## src/rtl/scsi_mon_pkg.sv

```systemverilog
package scsi_mon_pkg;
  localparam int unsigned DATA_W = 8;
  localparam int unsigned ADDR_W = 3;
  localparam int unsigned CTL_W  = 8;
  localparam int unsigned BUS_W  = CTL_W + DATA_W;

  localparam logic [ADDR_W-1:0] A_MODE   = 3'd2;
  localparam logic [ADDR_W-1:0] A_TCMD   = 3'd3;
  localparam logic [ADDR_W-1:0] A_BUS    = 3'd4;
  localparam logic [ADDR_W-1:0] A_STAT   = 3'd5;
  localparam logic [ADDR_W-1:0] A_IRQACK = 3'd7;

  localparam int unsigned MODE_PAR_BIT = 5;

  // order is the status byte layout, bit 7 first
  typedef struct packed {
    logic rst;
    logic bsy;
    logic req;
    logic msg;
    logic cd;
    logic io;
    logic sel;
    logic dbp;
  } bus_ctl_t;

  typedef struct packed {
    logic req;
    logic msg;
    logic cd;
    logic io;
  } phase_t;
endpackage

```

## src/rtl/scsi_bus_sync.sv

```systemverilog
module scsi_bus_sync #(
  parameter int unsigned WIDTH  = 16,
  parameter int unsigned STAGES = 2
) (
  input  logic             clk_i,
  input  logic             rst_ni,
  input  logic [WIDTH-1:0] d_i,
  output logic [WIDTH-1:0] q_o
);
  logic [STAGES-1:0][WIDTH-1:0] stg_q;

  always_ff @(posedge clk_i or negedge rst_ni) begin
    if (!rst_ni) begin
      stg_q <= '0;
    end else begin
      stg_q[0] <= d_i;
      for (int i = 1; i < int'(STAGES); i++) stg_q[i] <= stg_q[i-1];
    end
  end

  assign q_o = stg_q[STAGES-1];
endmodule

```

## src/rtl/scsi_sel_detect.sv

```systemverilog
module scsi_sel_detect #(
  parameter int unsigned ID_W = 8
) (
  input  logic            clk_i,
  input  logic            rst_ni,
  input  logic [ID_W-1:0] db_i,
  input  logic            dbp_i,
  input  logic            bsy_i,
  input  logic            sel_i,
  input  logic [ID_W-1:0] mask_i,
  input  logic            par_en_i,
  input  logic            clr_i,
  output logic            irq_o,
  output logic            par_err_o
);
  logic cond, cond_q, hit, par_ok;

  assign cond   = (|(mask_i & db_i)) & sel_i & ~bsy_i;
  assign hit    = cond & ~cond_q;
  assign par_ok = ^{db_i, dbp_i};  // odd parity over data + parity bit

  always_ff @(posedge clk_i or negedge rst_ni) begin
    if (!rst_ni) begin
      cond_q    <= 1'b0;
      irq_o     <= 1'b0;
      par_err_o <= 1'b0;
    end else begin
      cond_q <= cond;
      if (hit)        irq_o <= 1'b1;
      else if (clr_i) irq_o <= 1'b0;
      if (hit && par_en_i && !par_ok) par_err_o <= 1'b1;
      else if (clr_i)                 par_err_o <= 1'b0;
    end
  end

  a_r3_irq_needs_sel: assert property (@(posedge clk_i) disable iff (!rst_ni)
    $rose(irq_o) |-> $past(sel_i && !bsy_i && ((mask_i & db_i) != '0)));
  a_r4_zero_mask_quiet: assert property (@(posedge clk_i) disable iff (!rst_ni)
    $rose(irq_o) |-> $past(mask_i) != '0);
  a_r5_irq_held: assert property (@(posedge clk_i) disable iff (!rst_ni)
    (irq_o && !clr_i) |=> irq_o);
  a_r6_perr_needs_en: assert property (@(posedge clk_i) disable iff (!rst_ni)
    $rose(par_err_o) |-> $past(par_en_i && !(^{db_i, dbp_i})));
endmodule

```

## src/rtl/scsi_dma_flags.sv

```systemverilog
module scsi_dma_flags (
  input  logic clk_i,
  input  logic rst_ni,
  input  logic start_i,
  input  logic taken_i,
  input  logic on_bus_i,
  output logic eod_o,
  output logic lbs_o
);
  always_ff @(posedge clk_i or negedge rst_ni) begin
    if (!rst_ni) begin
      eod_o <= 1'b0;
      lbs_o <= 1'b0;
    end else begin
      if (start_i)      eod_o <= 1'b0;
      else if (taken_i) eod_o <= 1'b1;
      if (start_i)       lbs_o <= 1'b0;
      else if (on_bus_i) lbs_o <= 1'b1;
    end
  end

  a_r8_start_clears_lbs: assert property (@(posedge clk_i) disable iff (!rst_ni)
    start_i |=> !lbs_o);
  a_r9_eod_after_taken: assert property (@(posedge clk_i) disable iff (!rst_ni)
    $rose(eod_o) |-> $past(taken_i));
endmodule

```

## src/rtl/scsi_sel_monitor.sv

```systemverilog
module scsi_sel_monitor
  import scsi_mon_pkg::*;
#(
  parameter int unsigned SYNC_STAGES = 2
) (
  input  logic              clk_i,
  input  logic              rst_ni,
  input  logic              cs_i,
  input  logic              wr_i,
  input  logic              rd_i,
  input  logic [ADDR_W-1:0] addr_i,
  input  logic [DATA_W-1:0] wdata_i,
  output logic [DATA_W-1:0] rdata_o,
  input  logic [DATA_W-1:0] bus_db_ni,
  input  logic              bus_dbp_ni,
  input  logic              bus_rst_ni,
  input  logic              bus_bsy_ni,
  input  logic              bus_req_ni,
  input  logic              bus_msg_ni,
  input  logic              bus_cd_ni,
  input  logic              bus_io_ni,
  input  logic              bus_sel_ni,
  output logic              tgt_io_no,
  output logic              tgt_cd_no,
  output logic              tgt_msg_no,
  output logic              tgt_req_no,
  input  logic              dma_start_i,
  input  logic              dma_taken_i,
  input  logic              dma_on_bus_i,
  output logic              irq_o
);
  bus_ctl_t          ctl_raw, ctl_s;
  logic [DATA_W-1:0] db_s;
  logic [BUS_W-1:0]  bus_s;

  logic [DATA_W-1:0] mode_q, mask_q;
  phase_t            tcmd_q;
  logic              wr_en, rd_en, irq_ack, par_err, eod, lbs;

  assign ctl_raw = bus_ctl_t'(~{bus_rst_ni, bus_bsy_ni, bus_req_ni, bus_msg_ni,
                                bus_cd_ni, bus_io_ni, bus_sel_ni, bus_dbp_ni});

  scsi_bus_sync #(.WIDTH(BUS_W), .STAGES(SYNC_STAGES)) u_sync (
    .clk_i (clk_i),
    .rst_ni(rst_ni),
    .d_i   ({ctl_raw, ~bus_db_ni}),
    .q_o   (bus_s)
  );
  assign ctl_s = bus_ctl_t'(bus_s[BUS_W-1:DATA_W]);
  assign db_s  = bus_s[DATA_W-1:0];

  assign wr_en   = cs_i & wr_i;
  assign rd_en   = cs_i & rd_i;
  assign irq_ack = rd_en & (addr_i == A_IRQACK);

  always_ff @(posedge clk_i or negedge rst_ni) begin
    if (!rst_ni) begin
      mode_q <= '0;
      mask_q <= '0;
      tcmd_q <= '0;
    end else if (wr_en) begin
      unique case (addr_i)
        A_MODE:  mode_q <= wdata_i;
        A_BUS:   mask_q <= wdata_i;
        A_TCMD:  tcmd_q <= phase_t'(wdata_i[3:0]);
        default: ;
      endcase
    end
  end

  scsi_sel_detect #(.ID_W(DATA_W)) u_sel (
    .clk_i    (clk_i),
    .rst_ni   (rst_ni),
    .db_i     (db_s),
    .dbp_i    (ctl_s.dbp),
    .bsy_i    (ctl_s.bsy),
    .sel_i    (ctl_s.sel),
    .mask_i   (mask_q),
    .par_en_i (mode_q[MODE_PAR_BIT]),
    .clr_i    (irq_ack),
    .irq_o    (irq_o),
    .par_err_o(par_err)
  );

  scsi_dma_flags u_dma (
    .clk_i   (clk_i),
    .rst_ni  (rst_ni),
    .start_i (dma_start_i),
    .taken_i (dma_taken_i),
    .on_bus_i(dma_on_bus_i),
    .eod_o   (eod),
    .lbs_o   (lbs)
  );

  always_comb begin
    rdata_o = '0;
    if (rd_en) begin
      case (addr_i)
        A_MODE:  rdata_o = mode_q;
        A_TCMD:  rdata_o = {lbs, 3'b000, tcmd_q};
        A_BUS:   rdata_o = ctl_s;
        A_STAT:  rdata_o = {eod, 1'b0, par_err, irq_o, 4'b0000};
        default: rdata_o = '0;
      endcase
    end
  end

  assign tgt_io_no  = ~tcmd_q.io;
  assign tgt_cd_no  = ~tcmd_q.cd;
  assign tgt_msg_no = ~tcmd_q.msg;
  assign tgt_req_no = ~tcmd_q.req;

  a_r7_req_follows_write: assert property (@(posedge clk_i) disable iff (!rst_ni)
    (wr_en && addr_i == A_TCMD) |=> tgt_req_no == !$past(wdata_i[3]));
  a_r7_io_follows_write: assert property (@(posedge clk_i) disable iff (!rst_ni)
    (wr_en && addr_i == A_TCMD) |=> tgt_io_no == !$past(wdata_i[0]));
endmodule

```

## config.mk

```make
export PLATFORM = sky130hd
export DESIGN_NAME = scsi_sel_monitor
export DESIGN_NICKNAME = d
export VERILOG_FILES = /design/src/rtl/scsi_mon_pkg.sv /design/src/rtl/scsi_bus_sync.sv /design/src/rtl/scsi_sel_detect.sv /design/src/rtl/scsi_dma_flags.sv /design/src/rtl/scsi_sel_monitor.sv
export SDC_FILE = /design/constraint.sdc
export NUM_CORES = 1
export LEC_CHECK = 0
export BUFFER_PORTS_ARGS = -buffer_cell sky130_fd_sc_hd__buf_2
export CORE_UTILIZATION = 57
export DETAILED_ROUTE_END_ITERATION = 12
export PLACE_DENSITY = 0.91
export SYNTH_ARGS = -nofsm -noshare
export SYNTH_HDL_FRONTEND = slang
export SYNTH_SLANG_ARGS = --single-unit
```

## constraint.sdc

```tcl
create_clock -name clk_i -period 3.05 [get_ports clk_i]
set_input_delay 0.305 -clock clk_i [delete_from_list [all_inputs] [get_ports clk_i]]
set_output_delay 0.305 -clock clk_i [all_outputs]
set_load 0.01 [all_outputs]
```

-- Yosys cells after proc, flatten, opt, wreduce, memory -nomap -nowiden
Index checks and enable logic that the tools add are counted.
- divide/modulo/power cells: 0
- shift-type cells: 0
- multiply operators: 0
- add/subtract/negate cells: 0
- $lt $le $gt $ge: 0
- mux-type cells: 9
- reductions and logical operators: 12
- equal/unequal tests: 5
- bitwise operators: 15
- operators with widths (kind ; count):
    8-bit one-hot mux with 4 select lines ; 1
    8-bit NOT ; 2
    3-bit equality test (second input constant) ; 3
    9-bit parity ; 1
    8-bit AND ; 1
    8-bit two-way mux ; 1
    2-bit nonzero test ; 4
    8-bit OR reduction ; 1
    1-bit two-way mux ; 7
    1-bit AND ; 6
    3-bit by 2-bit equality test with 1-bit output (second input constant) ; 2
    1-bit NOT ; 6
    2-bit AND reduction ; 3
    1-bit logical AND ; 2
    1-bit zero test ; 1
- memories: 0
- memory bits (writable): 0
- logic and storage cells: 54
- output and inout port bits: 13
- memory bits (read-only): 0
- register bits: 57
- bits in latches: 0
- bits of input ports: 35

-- Logic depth before layout (Yosys ltp)
Gate-level depths: netlist of the first run.
- word-level depth: 8
- depth in mapped cells: 5
- gate-level depth less buffers: 4

-- Modules after synthesis
Synthesis of the first run repeated with hierarchy kept, for this count alone.
- cell total of the unflattened synthesis: 173
- area, all modules: 2349.8 um^2
- by module, submodules not included (module ; seq. area each (um^2) ; cells each ; area each (um^2) ; times used):
    scsi_sel_monitor ; 500.5 ; 100 ; 1132.3 ; 1
    scsi_bus_sync ; 800.8 ; 48 ; 920.9 ; 1
    scsi_sel_detect ; 75.1 ; 21 ; 226.5 ; 1
    scsi_dma_flags ; 50.0 ; 4 ; 70.1 ; 1

-- Worst setup path after synthesis of the first run
No wires, ideal clock.
- path kind: input to output
- start: in addr_i[1]
- end: out rdata_o[1]
- path buffers: 1
- stages on the path: 5
- slack: 1.503 ns
- required time: 2.745 ns
- arrival: 1.242 ns
- cells stage by stage: and2b_1 buf_4 a22oi_1 or2_2 a21oi_1
- word-level cells in the longest chain between the ends: 3
- elaborated cells between the ends (all ways): 6
- those cells by class: eq/ne (4); mux (2)
- ends and longest elaborated chain (what ; line ; source):
    start, declared ; scsi_sel_monitor.sv:11 ; input logic [ADDR_W-1:0] addr_i,
    3-bit equality test / 3-bit by 2-bit equality test with 1-bit output (equally long branches) ; scsi_sel_monitor.sv:98 ; case (addr_i)
    8-bit one-hot mux with 4 select lines (*) ; scsi_sel_monitor.sv:98 ;
    8-bit two-way mux (*) ; scsi_sel_monitor.sv:97 ; if (rd_en) begin
    end, declared ; scsi_sel_monitor.sv:13 ; output logic [DATA_W-1:0] rdata_o,
Mark *: on every way between the ends. The rest lies on a longest branch, timed or not.

-- Worst setup path after layout of the first run
- start: in addr_i[2]
- end: out rdata_o[7]
The elaborated chain is that of the path after synthesis.

==> metrics.cfg, run 1 <==
[status]
status = complete, no violations

[final_layout]
syn_to_final_growth_pct = 21.0
antenna_cells = 0
finalNonFillerCells = 269
fillCellCount = 223
nets = 256
drive_gt1_frac = 0.372

[detailed_routing]
wl_mm = 3.55
drt_iter0_drc = 129
routed_via_density = 5.06
first_pass_iters = 5
drc = 0
dr_total_vias = 1360
post_drt_wl_per_cell_um = 13.2
final_antenna_net_count = 0

[clock_tree]
clock_sinks = 57
clock_latency_ns = 0.32
root_buffer = clkbuf_8
cts-buffers-inserted = 9
ctsResizeCount = 0
cts_setup_buffers = 0
cts_hold_buf = 0
cts_tree = yes
cts_buffer_depth = 2
path_clk_slew_ns = 0.05
htreeDepth = 3

[sta]
max_clock_freq_mhz = 467
period_needed_ns = 2.14
finalSetupTns_ns = 0
hold_violations = 0
grt_setup_unrepaired = no
post-route-period-util = 0.702
whs_ns = 0.0616
setup_viol_count_final = 0
finalClockSkew_ns = 0.00291
worst_slew_pin_slew_ns = 0.770
worst_slew_margin_rel = 0.487
report.final.slew_viol_count = 0

[yosys]
async_flop_share = 1.00
synth_commonest_cells = 57 x dfrtp_1, 20 x inv_1, 16 x mux2_2
synth_nets = 200
synth_cells = 165
yosysWarnings = 0
synth_area_um2 = 2160
yosysTopAreaCellShare = 0.660
yosysUniqueCellTypes = 28
ys_seq_area_frac = 0.660
synth_edf_count = 0
synth_area_per_cell_um2 = 13.1
synth_top_area_cell = dfrtp_1
ys_ff_latch = 57
synth.most_common_cell = dfrtp_1
synth_area_leaders = dfrtp_1 66%, mux2_2 8.3%, a22oi_1 4.2%
ys.flop_type = dfrtp_1

[global_route]
grt_pass1_vias = 1297
grt_start_max_net_pins = 39
overflow = 0
antenna_found_initial = 0
grt_pass1_wl_mm = 6.04
grt_usage = 0.211

[worst_hold_path]
hold_class = in -> async

[setup_path]
cpMaxStageDelayCell = nor2b_1
path_cells = buf_2, nor2b_1, o211ai_1, a211oi_1, buf_2
cp_data_arrival_time_ns = 1.83
slowest_delay_ns = 0.54
crit_path_start_kind = input pin
timing.critical_path.mode_cell = buf_2
crit_type = in -> out
r2r-start = u_sync.q_o[2]$_DFF_PN0_
worstPathMaxFanout = 10
crit_start = addr_i[2]
required_ns = 2.74
end_kind = primary output

[placement]
gp_congestion = 0.764
io_buffers = 47
detailed_place_hpwl_mm = 2.49
placed_cells = 256

[floorplan]
fp-row-count = 21
die_y_um = 63.6
dieArea_um2 = 4040
dieWidth_um = 63.6
pin_count = 48
start_util = 0.623
core_area_um2 = 3470

[flow_run]
max_cap_violations = 0

[power]
p_sw_w = 0.000392
pwr-share-comb = 0.125
peakVddDrop_uv = 413
static-leakage-power_nw = 1.27
p_sw_frac = 0.230
p_seq_frac = 0.530
p_per_area_nw_per_um2 = 653
p_int_w = 0.00131
clkPwrFrac = 0.345

## logic make-up after synthesis
group / count (synthesis) / synth area share
AOI/OAI and AO/OA: 27 / 0.0840
xor gates and xnor gates: 7 / 0.0348
buffers and inverters: 23 / 0.0423
DFF: 57 / 0.660
muxes: 16 / 0.0834
and+or+nand+nor: 35 / 0.0950
## layout by cell type (no fill, tap or decap), drive strengths merged, types with 4 or more instances in the layout
cell type   n
xnor2       4
nor2        6
mux2       16
nand2      10
o21ai       6
a22oi      12
buf        48
dfrtp      57
clkbuf     13
or2         5
inv        20
a21oi       4
## critical path: cells and delay by family
family	cells	cell delay, ns
AND/OR/NAND/NOR	1	0.54
buffers and inverters	2	0.32
AO/OA/AOI/OAI	2	0.66
## stage by stage
stage	util	setup WS, ns	total power, W	cell area (um^2)
2_1_floorplan	-	1.50	0.00104	2160
3_3_place_gp	0.705	1.02	0.00112	2440
3_5_place_dp	0.705	0.944	0.00113	2440
4_1_cts	0.753	0.951	0.00173	2610
5_1_grt	0.753	0.812	0.00180	2610
6_report	0.753	0.910	0.00171	2610
## sequential cells by signal, indices dropped and copies added (netlist names)
register,cells
mask_q,8
mode_q,8
u_dma.lbs_o,1
u_dma.eod_o,1
u_sel.irq_o,1
u_sel.cond_q,1
u_sync.q_o,16
u_sel.par_err_o,1
tcmd_q,4
u_sync.stg_q,16
## metal layers
| metal | GRT usage | vias to the layer above | routed length (um) |
|---|---|---|---|
| li1 | - | 662 | - |
| met1 | 0.258 | 625 | 1500 |
| met2 | 0.318 | 62 | 1730 |
| met3 | 0.0924 | 11 | 248 |
| met4 | 0.102 | 0 | 75 |
| met5 | 0 | - | 0 |
## worst paths after layout
check | cells after the start | endpoint | slack, ns
hold / removal | 1 | mask_q[7]$_DFFE_PN0P_ | 0.06
hold reg to reg | 0 | u_sync.q_o[5]$_DFF_PN0_ | 0.34
setup / recovery | 5 | rdata_o[7] | 0.91
min in group clk_i | 2 | u_sync.stg_q[0]$_DFF_PN0_ | 0.12
max in group asynchronous | 2 | u_sync.q_o[8]$_DFF_PN0_ | 2.25
setup reg to reg | 4 | u_sel.par_err_o$_DFFE_PN0P_ | 1.50
## power groups by stage
stage	sequential, W	clock (W)	combinational (W)
after global routing	0.000914	0.000649	0.000237
final	0.000904	0.000588	0.000214
after detailed placement	0.000915	0	0.000212
after CTS	0.000904	0.000607	0.000217
after floorplan	0.000901	0	0.000135
after global placement	0.000911	0	0.000205
## layout make-up
class	count	area, um^2	area share
Sequential cell	57	1430	0.546
Timing Repair Buffer	48	243	0.0929
Multi-Input combinational cell	85	642	0.246
Tap cell	46	57.6	0.0220
Clock buffer	13	169	0.0647
Inverter	20	75.1	0.0287
Note: power is estimated with default switching activity, not from simulation.
==> run 2: changes to the inputs <==
--- a/config.mk
+++ b/config.mk
@@ -5,10 +5,11 @@
 export SDC_FILE = /design/constraint.sdc
 export NUM_CORES = 1
 export LEC_CHECK = 0
+export ABC_AREA = 1
 export BUFFER_PORTS_ARGS = -buffer_cell sky130_fd_sc_hd__buf_2
-export CORE_UTILIZATION = 57
+export CORE_UTILIZATION = 48
 export DETAILED_ROUTE_END_ITERATION = 12
-export PLACE_DENSITY = 0.91
+export PLACE_DENSITY = 0.82
 export SYNTH_ARGS = -nofsm -noshare
 export SYNTH_HDL_FRONTEND = slang
 export SYNTH_SLANG_ARGS = --single-unit
==> constraint.sdc (replaced) <==
create_clock -name clk_i -period 1.9 [get_ports clk_i]
set_input_delay 0.19 -clock clk_i [delete_from_list [all_inputs] [get_ports clk_i]]
set_output_delay 0.19 -clock clk_i [all_outputs]
set_load 0.01 [all_outputs]
==> run 2 against run 1 <==
  * The run now ends with DRC left
  * First-iteration DRC count fell by 31%
  * Sequential share of layout area shrank 6.6 points
  * Setup slack got worse by 0.50 ns
  * Core utilization decreased by 12 points
  * Area after synthesis increased by 8.1%
  * Count of clock-buffer cells in the layout decreased by 1
  * Routed wire length grew 30%
  * Cell area rose by 14%
  * Largest power group unchanged
  * Highest routed layer unchanged
==> metrics.cfg, run 2 <==
[status]
status = complete, but fails checks  ; was complete, no violations
failed_checks = DRC

[power]
pwr-share-comb = 0.149  ; was 0.125
total_power_w = 0.00274  ; was 0.00171 W
p_sw_frac = 0.271  ; was 0.230
p_seq_frac = 0.523  ; was 0.530
clkPwrFrac = 0.328  ; was 0.345
p_int_w = 0.00200  ; was 0.00131 W
p_per_area_nw_per_um2 = 923  ; was 653 nW/um^2
p_sw_w = 0.000743  ; was 0.000392 W
peakVddDrop_uv = 521  ; was 413 uV
static-leakage-power_nw = 1.65  ; was 1.27 nW

[detailed_routing]
final_antenna_net_count = 0  ; unchanged
dr_wl_met2_mm = 2.34  ; was 1.73 mm
post_drt_wl_per_cell_um = 11.9  ; was 13.2 um
route.met3.wl_um = 253  ; was 248 um
routed_via_density = 4.72  ; was 5.06
drt_iter0_drc = 89  ; was 129
dr_total_vias = 1821  ; was 1360
top_layer = met4  ; unchanged
m1WireLength_mm = 1.94  ; was 1.50 mm
drc = 1  ; was 0
wl_mm = 4.60  ; was 3.55 mm
first_pass_iters = 8  ; was 5

[yosys]
synth.most_common_cell = nand2_1  ; was dfrtp_1
ys_seq_area_frac = 0.611  ; was 0.660
synth_cells = 250  ; was 165
yosysTopAreaCellShare = 0.611  ; was 0.660
synth_commonest_cells = 75 x nand2_1, 57 x dfrtp_1, 50 x inv_1  ; was 57 x dfrtp_1, 20 x inv_1, 16 x mux2_2
synth_edf_count = 0  ; unchanged
synth_area_per_cell_um2 = 9.33  ; was 13.1 um^2
ys_ff_latch = 57  ; unchanged
async_flop_share = 1.00  ; unchanged
synth_area_leaders = dfrtp_1 61%, nand2_1 12%, inv_1 8.0%  ; was dfrtp_1 66%, mux2_2 8.3%, a22oi_1 4.2%
ys.flop_type = dfrtp_1  ; unchanged
yosysUniqueCellTypes = 21  ; was 28
synth_top_area_cell = dfrtp_1  ; unchanged
synth_area_um2 = 2330  ; was 2160 um^2
yosysWarnings = 0  ; unchanged
synth_nets = 285  ; was 200

[floorplan]
pin_count = 48  ; unchanged
die_y_um = 71.7  ; was 63.6 um
dieArea_um2 = 5140  ; was 4040 um^2
start_util = 0.497  ; was 0.623
dieWidth_um = 71.7  ; was 63.6 um
core_area_um2 = 4690  ; was 3470 um^2
fp-row-count = 25  ; was 21

[setup_path]
rrSetupSlack_ns = 0.72  ; was 1.50 ns
timing.rr.end = u_sel.par_err_o$_DFFE_PN0P_  ; unchanged
worstPathMaxFanout = 8  ; was 10
cp_data_arrival_time_ns = 1.30  ; was 1.83 ns
slowest_delay_ns = 0.40  ; was 0.54 ns
cpMaxStageDelayCell = nor3_4  ; was nor2b_1
r2r-start = u_sync.q_o[8]$_DFF_PN0_  ; was u_sync.q_o[2]$_DFF_PN0_
crit_path_start_kind = input pin  ; unchanged
path_buf_inv = 3  ; was 2
reg2reg_depth = 10  ; was 4
required_ns = 1.71  ; was 2.74 ns
end_kind = primary output  ; unchanged
crit_type = in -> out  ; unchanged
path_cells = buf_2, nor3_4, inv_1, o22ai_1, a21oi_1, nor2_1, buf_2  ; was buf_2, nor2b_1, o211ai_1, a211oi_1, buf_2
timing.critical_path.mode_cell = buf_2  ; unchanged
cp_top_family = simple AND/OR/NAND/NOR gates  ; was compound AO/OA/AOI/OAI gates

[sta]
worst_slew_pin_slew_ns = 0.712  ; was 0.770 ns
max_clock_freq_mhz = 669
finalSetupTns_ns = 0  ; unchanged
post-route-period-util = 0.786
period_needed_ns = 1.49
setup_viol_count_final = 0  ; unchanged
finalClockSkew_ns = 0.00651  ; was 0.00291 ns
grt_setup_unrepaired = no  ; unchanged
report.final.slew_viol_count = 0  ; unchanged
hold_violations = 0  ; unchanged
worst_slew_margin_rel = 0.525  ; was 0.487

[placement]
io_buffers = 47  ; unchanged
detailed_place_hpwl_mm = 3.20  ; was 2.49 mm
gp_congestion = 0.812  ; was 0.764
place_area_um2 = 2640  ; was 2440 um^2
placed_cells = 352  ; was 256

[global_route]
grt_start_max_net_pins = 34  ; was 39
grt_pass1_vias = 1891  ; was 1297
grt_usage = 0.213  ; was 0.211
antenna_found_initial = 0  ; unchanged
overflow = 0  ; unchanged
grt_pass1_wl_mm = 8.16  ; was 6.04 mm

[clock_tree]
cts_tree = yes  ; unchanged
clock_latency_ns = 0.34  ; was 0.32 ns
cts_buffer_depth = 2  ; unchanged
ctsResizeCount = 0  ; unchanged
root_buffer = clkbuf_8  ; unchanged
htreeDepth = 3  ; unchanged
path_clk_slew_ns = 0.06  ; was 0.05 ns
cts_setup_buffers = 0  ; unchanged
clock_sinks = 57  ; unchanged
cts-buffers-inserted = 9  ; unchanged

[final_layout]
final_cell_area_um2 = 2970  ; was 2610 um^2
layout_commonest_cell = nand2_1  ; was dfrtp_1
finalNonFillerCells = 386  ; was 269
layout_common_cells = 75 x nand2_1, 57 x dfrtp_1, 50 x inv_1, 47 x buf_2, 19 x nor2_1  ; was 57 x dfrtp_1, 47 x buf_2, 20 x inv_1, 16 x mux2_2
nets = 362  ; was 256
seq_area_um2 = 1430  ; unchanged
antenna_cells = 0  ; unchanged
drive_gt1_frac = 0.259  ; was 0.372
syn_to_final_growth_pct = 27.3  ; was 21.0%
multi_input_area_um2 = 693  ; was 642 um^2
fillCellCount = 385  ; was 223

[worst_hold_path]
holdPathEnd = u_dma.eod_o$_DFFE_PN0P_
hold_class = in -> reg  ; was in -> async
min_from = dma_taken_i
hold_depth = 3

[flow_run]
max_cap_violations = 0  ; unchanged

==> run 2: cell count changes after synthesis, sizes merged, moves of 3 or more <==
cell / delta
inv: +31
or2: -5
o21ai: +15
nor2: +13
xnor2: -4
mux2: -16
nor2b: -3
nand2: +69
nand3: +4
a22oi: -11
==> run 2: repair_timing <==
action | in CTS | in global routing
hold endpoints to repair | 48 | 0
hold buffers | 18 | 0
setup endpoints to repair | 0 | 0
==> run 2: cell families (layout without fill, tap and decap cells) <==
| group | Yosys count | after routing | synth area share |
|---|---|---|---|
| AND/OR/NAND/NOR | 108 | 108 | 0.194 |
| flip-flops | 57 | 57 | 0.611 |
| buffers and inverters | 53 | 135 | 0.0917 |
| AO/OA/AOI/OAI | 32 | 32 | 0.103 |
==> run 2: worst max-delay path by stage <==
stage | endpoint | slack (ns) | cells after the start | from
global route | rdata_o[5] | 0.30 | 5 | mode_q[5]$_DFFE_PN0P_
floorplan | rdata_o[0] | 0.78 | 6 | addr_i[2]
CTS | rdata_o[2] | 0.41 | 5 | tcmd_q[2]$_DFFE_PN0P_
global placement | rdata_o[0] | 0.52 | 7 | addr_i[0]
finish | rdata_o[0] | 0.41 | 7 | addr_i[0]
detailed placement | rdata_o[0] | 0.44 | 7 | addr_i[0]
==> run 2: worst register-to-register path, stage by stage (launching register included) <==
cell and delay [ns]:
dfrtp_1 0.39, nor2_1 0.15, inv_1 0.05, nand2_1 0.06, nand2_1 0.07, nand2_1 0.06, nand2_1 0.07, nand2_1 0.07
nand2_1 0.05, nand3_1 0.06, nand2_1 0.05
==> run 2: stage by stage <==
| stage | utilization | hold slack [ns] | setup WS, ns |
|---|---|---|---|
| finish | 0.633 | 0.0693 | 0.406 |
| detailed placement | 0.562 | 0.279 | 0.445 |
| floorplan | - | -0.106 | 0.777 |
| global placement | 0.562 | 0.267 | 0.520 |
| CTS | 0.633 | 0.0548 | 0.410 |
| global route | 0.633 | 0.0901 | 0.298 |
==> run 2: power by group through the flow <==
stage	clock (W)	combinational [W]	sequential [W]
6_report	0.000899	0.000410	0.00143
5_1_grt	0.000974	0.000471	0.00145
4_1_cts	0.000924	0.000410	0.00143
3_5_place_dp	0	0.000381	0.00145
3_3_place_gp	0	0.000365	0.00145
2_1_floorplan	0	0.000245	0.00143
==> run 2: layout make-up <==
type	instances	share of cell area
Tap cell	54	0.0227
Clock buffer	12	0.0455
Timing Repair Buffer	68	0.147
Sequential cell	57	0.480
Inverter	51	0.0644
Clock inverter	4	0.00674
Multi-Input combinational cell	140	0.233
==> run 2: metal layers <==
metal / vias to the layer above / global-route usage
li1: 917 / -
met1: 841 / 0.257
met2: 55 / 0.342
met3: 8 / 0.0619
met4: 0 / 0.122
met5: - / 0
==> run 3: changes to the inputs <==
==> constraint.sdc (replaced) <==
create_clock -name clk_i -period 1.3 [get_ports clk_i]
set_input_delay 0.13 -clock clk_i [delete_from_list [all_inputs] [get_ports clk_i]]
set_output_delay 0.13 -clock clk_i [all_outputs]
set_load 0.01 [all_outputs]
==> run 3 against run 2 <==
  * The flow finishes with violations (DRC, setup timing)
  * Largest cell class unchanged
  * Critical path type is now reg -> out
  * Non-clock buffer count increased by 2
  * Flip-flop and latch count unchanged
  * Setup slack got worse by 0.47 ns
  * Core utilization increased by 3.5 points
==> metrics.cfg, run 3 (synthesis results as in run 2) <==
[power]
p_int_w = 0.00310  ; was 0.00200 W
p_sw_frac = 0.266  ; was 0.271
p_seq_frac = 0.499  ; was 0.523
p_per_area_nw_per_um2 = 1350  ; was 923 nW/um^2
total_power_w = 0.00423  ; was 0.00274 W
p_sw_w = 0.00113  ; was 0.000743 W
pwr-share-comb = 0.162  ; was 0.149
static-leakage-power_nw = 1.69  ; was 1.65 nW
peakVddDrop_uv = 795  ; was 521 uV
clkPwrFrac = 0.339  ; was 0.328

[clock_tree]
cts_tree = yes  ; unchanged
cts-buffers-inserted = 9  ; unchanged
cts_buffer_depth = 2  ; unchanged
path_clk_slew_ns = 0.06  ; about the same
htreeDepth = 3  ; unchanged
clock_sinks = 57  ; unchanged
root_buffer = clkbuf_8  ; unchanged
clock_latency_ns = 0.33  ; was 0.34 ns

[setup_path]
cp_data_arrival_time_ns = 1.23  ; was 1.30 ns
r2r-start = u_sync.q_o[8]$_DFF_PN0_  ; unchanged
slowest_delay_ns = 0.39  ; was 0.40 ns
required_ns = 1.17  ; was 1.71 ns
reg2reg_depth = 11  ; was 10
timing.rr.end = u_sel.par_err_o$_DFFE_PN0P_  ; unchanged
crit_path_start_kind = register  ; was input pin
crit_type = reg -> out  ; was in -> out
cpMaxStageDelayCell = dfrtp_1  ; was nor3_4
path_cells = a221oi_2, nor2_1, buf_2  ; was buf_2, nor3_4, inv_1, o22ai_1, a21oi_1, nor2_1, buf_2
end_kind = primary output  ; unchanged
worstPathMaxFanout = 2  ; was 8
rrSetupSlack_ns = 0.02  ; was 0.72 ns

[floorplan]
dieWidth_um = 71.7  ; unchanged
dieArea_um2 = 5140  ; unchanged
fp-row-count = 25  ; unchanged
pin_count = 48  ; unchanged
core_area_um2 = 4690  ; unchanged
start_util = 0.497  ; unchanged
die_y_um = 71.7  ; unchanged

[status]
status = complete, but fails checks  ; unchanged
failed_checks = DRC, setup timing  ; was DRC

[sta]
worst_slew_pin_slew_ns = 0.429  ; was 0.712 ns
worst_slew_margin_rel = 0.714  ; was 0.525
post-route-period-util = 1.05
setup_viol_count_final = 5  ; was 0
final.setup.worst_slack_ns = -0.0635  ; was 0.406 ns
finalClockSkew_ns = 0.00914  ; was 0.00651 ns
finalSetupTns_ns = -0.195  ; was 0 ns
grt_setup_unrepaired = yes  ; was no
period_needed_ns = 1.36
report.final.slew_viol_count = 0  ; unchanged
whs_ns = 0.0194  ; was 0.0693 ns
max_clock_freq_mhz = 733
hold_violations = 0  ; unchanged

[detailed_routing]
drt_iter0_drc = 143  ; was 89
post_drt_wl_per_cell_um = 13.0  ; was 11.9 um
drc = 1  ; unchanged
final_antenna_net_count = 0  ; unchanged
wl_mm = 4.99  ; was 4.60 mm
routed_via_density = 4.91  ; was 4.72
first_pass_iters = 8  ; unchanged
dr_total_vias = 1891  ; was 1821

[global_route]
grt_start_max_net_pins = 27  ; was 34
overflow = 0  ; unchanged
grt_pass1_vias = 1827  ; was 1891
grt_pass1_wl_mm = 7.83  ; was 8.16 mm
antenna_found_initial = 0  ; unchanged
grt_usage = 0.207  ; was 0.213

[final_layout]
drive_gt1_frac = 0.344  ; was 0.259
nets = 364  ; was 362
layout_common_cells = 69 x nand2_1, 57 x dfrtp_1, 46 x buf_2, 42 x inv_1, 18 x dlygate4sd3_1  ; was 75 x nand2_1, 57 x dfrtp_1, 50 x inv_1, 47 x buf_2, 19 x nor2_1
seq_area_um2 = 1430  ; unchanged
fillCellCount = 359  ; was 385
layout_commonest_cell = nand2_1  ; unchanged
multi_input_area_um2 = 779  ; was 693 um^2
syn_to_final_growth_pct = 34.4  ; was 27.3%
antenna_cells = 0  ; unchanged

[placement]
io_buffers = 47  ; unchanged
gp_congestion = 0.809  ; was 0.812
detailed_place_hpwl_mm = 3.08  ; was 3.20 mm

[worst_hold_path]
hold_depth = 3  ; unchanged
hold_class = in -> reg  ; unchanged
holdPathEnd = u_dma.lbs_o$_DFFE_PN0P_  ; was u_dma.eod_o$_DFFE_PN0P_
min_from = dma_on_bus_i  ; was dma_taken_i

[flow_run]
max_cap_violations = 0  ; unchanged

run 3: changes by cell type in the layout (fill, tap and decap cells not counted), moves of 4 or more:
| cell | before | now |
|---|---|---|
| inv_1 | 50 | 42 |
| clkinv_2 | 4 | 0 |
| inv_2 | 1 | 8 |
| nand2_2 | 3 | 8 |
| nand2_1 | 75 | 69 |
| nor2_1 | 19 | 14 |
run 3: repair_timing:
action                                  4_1_cts  5_1_grt
setup buffers                                 1        1
resized for setup                             2       31
pin swaps                                     2       14
hold buffers                                 18        0
endpoints found under the setup margin        6        8
endpoints found under the hold margin        32        0
run 3: routing by layer:
metal  share of wire  vias up  GRT usage  routed length, um
met5               0        -          0                  0
met4           0.035        0      0.150                174
met3           0.046       19     0.0464                231
met2            0.50       69      0.332               2490
met1            0.42      884      0.246               2090
li1                -      919          -                  -
run 3: power by group through the flow:
stage                     Clock [W]  Sequential (W)  Combinational, W
after floorplan                   0         0.00209          0.000357
after global placement            0         0.00212          0.000547
after detailed placement          0         0.00212          0.000568
after CTS                   0.00145         0.00209          0.000624
after global routing        0.00153         0.00213          0.000762
final                       0.00143         0.00211          0.000683
run 3: final cells by class:
type                       count  area share
timing repair buffer          70       0.160
tap                           54      0.0215
inverter                      51      0.0618
sequential                    57       0.455
multi-input combinational    140       0.249
clock buffer                  13      0.0538
run 3: worst max path at each step:
stage	from	endpoint	cells after the start
6_report	u_sel.par_err_o$_DFFE_PN0P_	rdata_o[5]	3
5_1_grt	mode_q[5]$_DFFE_PN0P_	rdata_o[5]	5
4_1_cts	u_sel.irq_o$_DFFE_PN0P_	rdata_o[4]	5
3_5_place_dp	addr_i[2]	mode_q[6]$_DFFE_PN0P_	7
3_3_place_gp	addr_i[2]	mode_q[3]$_DFFE_PN0P_	7
2_1_floorplan	u_sync.q_o[8]$_DFF_PN0_	u_sel.par_err_o$_DFFE_PN0P_	10
run 3: metrics by stage:
step	utilization	worst slack, ns	std cells	cell area [um^2]
floorplan	-	0.260	250	2330
detailed placement	0.570	0.0420	352	2670
global route	0.669	-0.134	385	3140
global placement	0.570	0.105	352	2670
finish	0.669	-0.0635	385	3140
CTS	0.646	-0.0805	384	3030
run 3: worst max-delay path, delay by kind of cell (launching register included):
family	cells	cell delay, ns
and+or+nand+nor	1	0.08
AOI/OAI and AO/OA	1	0.29
buffers and inverters	1	0.14
DFF	1	0.39
